`src/rtl/gpio_port_pkg.sv`:
```
package gpio_port_pkg;
   localparam int PORT_W   = 6;
   localparam int TIM_CH   = 2;
   localparam int PIN_TXD  = 0;
   localparam int PIN_RXD  = 1;
   localparam int PIN_TC0  = 2;
   localparam int PIN_SEL  = 4;
   localparam int PIN_SDO  = 5;
   typedef enum logic {REG_DATA = 1'b0, REG_DIR = 1'b1} reg_sel_e;
endpackage

```
`src/rtl/gpio_sync.sv`:
```
module gpio_sync #(
   parameter int WIDTH  = 6,
   parameter int STAGES = 2
) (
   input  logic             clk,
   input  logic             rst_n,
   input  logic [WIDTH-1:0] d,
   output logic [WIDTH-1:0] q
);
   logic [WIDTH-1:0] stage [STAGES];

   for (genvar g = 0; g < STAGES; g++) begin : g_stage
      if (g == 0) begin : g_first
         always_ff @(posedge clk or negedge rst_n)
            if (!rst_n) stage[g] <= '0;
            else        stage[g] <= d;
      end else begin : g_next
         always_ff @(posedge clk or negedge rst_n)
            if (!rst_n) stage[g] <= '0;
            else        stage[g] <= stage[g-1];
      end
   end

   assign q = stage[STAGES-1];
endmodule

```
`src/rtl/gpio_owner_map.sv`:
```
module gpio_owner_map
   import gpio_port_pkg::*;
#(
   parameter int NCH = TIM_CH
) (
   input  logic              spi_en,
   input  logic              spi_master,
   input  logic              spi_miso_out,
   input  logic [2*NCH-1:0]  tim_els,
   input  logic [NCH-1:0]    tim_oc,
   input  logic [NCH-1:0]    tim_out,
   input  logic              sci_en,
   input  logic              sci_txd,
   output logic [PORT_W-1:0] own,
   output logic [PORT_W-1:0] per_oe,
   output logic [PORT_W-1:0] per_out
);
   if (PIN_TC0 + NCH != PIN_SEL) begin : g_bad_map
      $error("timer channels must fill the pins below the select pin");
   end

   for (genvar c = 0; c < NCH; c++) begin : g_tim
      assign own[PIN_TC0+c]     = |tim_els[2*c +: 2];
      assign per_oe[PIN_TC0+c]  = tim_oc[c];
      assign per_out[PIN_TC0+c] = tim_out[c];
   end

   assign own[PIN_SDO]     = spi_en;
   assign per_oe[PIN_SDO]  = ~spi_master;
   assign per_out[PIN_SDO] = spi_miso_out;

   assign own[PIN_SEL]     = spi_en & ~spi_master;
   assign per_oe[PIN_SEL]  = 1'b0;
   assign per_out[PIN_SEL] = 1'b0;

   assign own[PIN_TXD]     = sci_en;
   assign per_oe[PIN_TXD]  = 1'b1;
   assign per_out[PIN_TXD] = sci_txd;

   assign own[PIN_RXD]     = sci_en;
   assign per_oe[PIN_RXD]  = 1'b0;
   assign per_out[PIN_RXD] = 1'b0;
endmodule

```
`src/rtl/gpio_pin_mux.sv`:
```
module gpio_pin_mux #(
   parameter int WIDTH = 6
) (
   input  logic [WIDTH-1:0] own,
   input  logic [WIDTH-1:0] per_oe,
   input  logic [WIDTH-1:0] per_out,
   input  logic [WIDTH-1:0] latch,
   input  logic [WIDTH-1:0] dir,
   input  logic [WIDTH-1:0] pin_s,
   output logic [WIDTH-1:0] pad_oe,
   output logic [WIDTH-1:0] pad_out,
   output logic [WIDTH-1:0] port_rd
);
   for (genvar i = 0; i < WIDTH; i++) begin : g_pin
      assign pad_oe[i]  = own[i] ? per_oe[i]  : dir[i];
      assign pad_out[i] = own[i] ? per_out[i] : latch[i];
      assign port_rd[i] = dir[i] ? latch[i]   : pin_s[i];
   end
endmodule

```
`src/rtl/gpio_port.sv`:
```
module gpio_port
   import gpio_port_pkg::*;
#(
   parameter int SYNC_STAGES = 2
) (
   input  logic        clk,
   input  logic        rst_n,
   input  logic        bus_wr,
   input  logic        bus_addr,
   input  logic [5:0]  bus_wdata,
   output logic [5:0]  bus_rdata,
   input  logic [5:0]  pad_in,
   output logic [5:0]  pad_out,
   output logic [5:0]  pad_oe,
   input  logic        spi_en,
   input  logic        spi_master,
   input  logic        spi_miso_out,
   output logic        spi_miso_in,
   output logic        spi_ss_in,
   input  logic [3:0]  tim_els,
   input  logic [1:0]  tim_oc,
   input  logic [1:0]  tim_out,
   output logic [1:0]  tim_in,
   input  logic        sci_en,
   input  logic        sci_txd,
   output logic        sci_rxd
);
   if (SYNC_STAGES < 2) begin : g_bad_sync
      $error("SYNC_STAGES must be at least 2");
   end

   logic [PORT_W-1:0] latch_q, dir_q, pin_s, own, per_oe, per_out, port_rd;

   always_ff @(posedge clk or negedge rst_n) begin
      if (!rst_n) begin
         latch_q <= '0;
         dir_q   <= '0;
      end else if (bus_wr) begin
         if (reg_sel_e'(bus_addr) == REG_DIR) dir_q   <= bus_wdata;
         else                                 latch_q <= bus_wdata;
      end
   end

   gpio_sync #(.WIDTH(PORT_W), .STAGES(SYNC_STAGES)) u_sync (
      .clk(clk), .rst_n(rst_n), .d(pad_in), .q(pin_s));

   gpio_owner_map #(.NCH(TIM_CH)) u_map (
      .spi_en(spi_en), .spi_master(spi_master), .spi_miso_out(spi_miso_out),
      .tim_els(tim_els), .tim_oc(tim_oc), .tim_out(tim_out),
      .sci_en(sci_en), .sci_txd(sci_txd),
      .own(own), .per_oe(per_oe), .per_out(per_out));

   gpio_pin_mux #(.WIDTH(PORT_W)) u_mux (
      .own(own), .per_oe(per_oe), .per_out(per_out),
      .latch(latch_q), .dir(dir_q), .pin_s(pin_s),
      .pad_oe(pad_oe), .pad_out(pad_out), .port_rd(port_rd));

   assign bus_rdata   = (reg_sel_e'(bus_addr) == REG_DIR) ? dir_q : port_rd;
   assign spi_miso_in = own[PIN_SDO] & pin_s[PIN_SDO];
   assign spi_ss_in   = own[PIN_SEL] ? pin_s[PIN_SEL] : 1'b1;
   assign sci_rxd     = own[PIN_RXD] ? pin_s[PIN_RXD] : 1'b1;

   for (genvar c = 0; c < TIM_CH; c++) begin : g_tin
      assign tim_in[c] = own[PIN_TC0+c] & pin_s[PIN_TC0+c];
   end
endmodule

```
`config.mk`:
```
export PLATFORM = sky130hd
export DESIGN_NAME = gpio_port
export DESIGN_NICKNAME = d
export VERILOG_FILES = /design/src/rtl/gpio_port_pkg.sv /design/src/rtl/gpio_sync.sv /design/src/rtl/gpio_owner_map.sv /design/src/rtl/gpio_pin_mux.sv /design/src/rtl/gpio_port.sv
export SDC_FILE = /design/constraint.sdc
export NUM_CORES = 1
export LEC_CHECK = 0
export BUFFER_PORTS_ARGS = -buffer_cell sky130_fd_sc_hd__buf_2
export CORE_AREA = 2 2 59 61
export DETAILED_ROUTE_END_ITERATION = 7
export DIE_AREA = 0 0 61 63
export PLACE_DENSITY = 0.78
export SLEW_MARGIN = 25
export SYNTH_ARGS = -nofsm -noshare
export SYNTH_HDL_FRONTEND = slang
export SYNTH_HIERARCHICAL = 1
export SYNTH_SLANG_ARGS = --single-unit
```
`constraint.sdc`:
```
create_clock -name clk -period 1.07 [get_ports clk]
set_input_delay 0.214 -clock clk [delete_from_list [all_inputs] [get_ports clk]]
set_output_delay 0.214 -clock clk [all_outputs]
set_load 0.005 [all_outputs]
```
==> results.cfg <==
[floorplan]
dieArea_um2 = 3840
die_width_um = 61
fp-row-count = 21
core_area_um2 = 3230
die_h_um = 63
io_pins = 52
start_util_pct = 41.6

[timing]
holdWs_ns = 0.130
period_needed_ns = 1.67
worst_slew_pin_slew_ns = 0.509
fin_crit_sh_pct = 156
timing.final.hold_violations = 0
fin_ws_ns = -0.596
fmax_ghz = 0.600
finalClockSkew_ns = 0.000896
slew_headroom_pct = 66.1
drv_slew = 0
rsz0062_at_grt = true
setup_viol_count_final = 23

[route]
firstDrtPassIters = 3
wl_per_cell_um = 13.3
drc = 0
drtIter0Drc = 23
wirelength_um = 2700
route.vias.total = 873
vias_per_cell = 4.30
ant_nets = 0

[power_and_ir_drop]
power.leakage_nw = 1.01
total_power_mw = 2.65
powerDensity_nw_per_um2 = 1350
irDropWorstVdd_mv = 0.932

[placement]
dp_hpwl_um = 1860
pre_cts_slack_ns = -0.214
placed_area_um2 = 1600
io_buffer_count = 51
gp_congestion = 0.642

[yosys]
ys_types = 14
synth_seq_cells = 24
syn_area_um2 = 1340
ys_warn_count = 6
ys_seq_area_share_pct = 44.7
postSynthAreaPerCell_um2 = 14.1
synth_cells = 95

[cells_and_area]
n_fill_cell = 256
multi_input_area_um2 = 622
layout-drive-gt1-share_pct = 70.1
final_cell_area_um2 = 1960
nets = 187
areaGrowthSynthToFinish_pct = 45.7
ff_latch_area_um2 = 601
antennaDiodeCount = 0
post-route-util_pct = 60.6

[critical_path]
cp-end-kind = output port
crit_path_max_fanout = 2
startpoint = dir_q[1]
required_ns = 0.86
r2r_slack_ns = 0.03
rr_endpoint = dir_q[3]
cp-start-kind = flop
worstSetupPathType = flop to output port
worst-endpoint-arrival_ns = 1.45
endpoint = bus_rdata[1]
reg2reg_from = dir_q[3]
reg2reg_depth = 3

[run]
cap_violations = 0

[global_route]
grt_pass1_wl_um = 4330
grt_overflow_total = 0
track_usage_pct = 14.8
first_global_vias = 926
antenna_found_initial = 0
grt_max_degree = 25

[cts]
htreeDepth = 1
numCtsBuffers = 3
cts_root_buf = clkbuf_4
insertion_delay_ns = 0.30
cts.sinks = 24
clockBufferDepth = 2
clkTransAtPathRegs_ns = 0.14
cts_tree = done

[worst_hold_path]
hold_path.class = input port to flop
min_path_cells = 2

[run_status]
failed_checks = setup timing
status = finished, violations left
## worst min-delay path by stage
stage	startpoint	to	slack, ns
after CTS	pad_in[0]	u_sync/stage[6]	0.005
after global routing	bus_wdata[3]	latch_q[3]	0.12
after global placement	rst_n	u_sync/q[1]	0.21
after floorplan	rst_n	dir_q[0]	-0.08
final	bus_wdata[5]	dir_q[5]	0.13
after detailed placement	rst_n	u_sync/stage[7]	0.22
## cells in the final DEF (no fill, tap or decap), types with 2 or more instances in the layout
cell type	n
and2_1	2
dfrtp_1	24
mux2_1	4
clkbuf_4	3
buf_2	33
conb_1	5
dlygate4sd3_1	7
buf_4	8
or2_1	2
mux2_2	2
buf_6	29
mux2_4	30
## cell usage after synthesis, drive strengths merged
cell type  count  share of area (%)
mux2          36                 36
conb           2               0.56
nand2b         2               0.93
nand2          1               0.84
dfrtp         24                 45
buf           22                 13
inv            1               0.28
and2           3                1.4
nor2b          2                1.5
or2            2               0.93
## kinds of logic (layout without fill, tap and decap cells)
kind of cell  after synthesis  in the layout  synth area share [%]
simple gates               10             10                  5.59
buf+inv                    23             82                  13.1
mux                        36             36                  36.0
other cells                 2              5                 0.559
flops                      24             24                  44.7
## area by class of cell
cell class / instances / area share, %
Timing Repair Buffer: 77 / 31.8
Clock inverter: 1 / 1.53
Tap cell: 46 / 2.94
Multi-Input combinational cell: 51 / 31.8
Clock buffer: 3 / 1.15
Sequential cell: 24 / 30.7
Inverter: 1 / 0.192
## power breakdown
group	total [mW]	switching, mW	internal (mW)	leakage (nW)
combinational	0.930	0.270	0.660	0.703
clock	0.655	0.276	0.378	0.0279
sequential	1.06	0.0684	0.997	0.281
## sequential cells by signal (all words and copies together), names as in the netlist
name	cells
dir_q	6
latch_q	6
u_sync/q	6
u_sync/stage	6
## through the flow
step           std cells  TNS (ns)
2_1_floorplan         98    -0.689
3_3_place_gp         186     -2.74
3_5_place_dp         186     -3.22
4_1_cts              197     -8.59
5_1_grt              203     -9.80
6_report             203     -8.78
## worst max-delay path, stage by stage (launching register included)
cell and delay [ns]:
dfrtp_1 0.44, mux2_4 0.31, mux2_4 0.28, buf_6 0.12
## timing repair
| item | CTS | global route |
|---|---|---|
| hold endpoints to repair | 29 | 1 |
| hold buffers | 6 | 1 |
| gates resized for setup | 32 | 13 |
| endpoints found under the setup margin | 23 | 23 |
| setup buffers | 4 | 12 |
## layer usage
metal | global-route usage [%] | vias up | share of wire [%]
met1 | 20.1 | 429 | 40
met3 | 2.28 | 0 | 4.8
met2 | 25.4 | 27 | 55
li1 | - | 417 | -
met5 | 0 | - | 0
met4 | 1.63 | 0 | 0
Power figures use the tool's default switching activity.
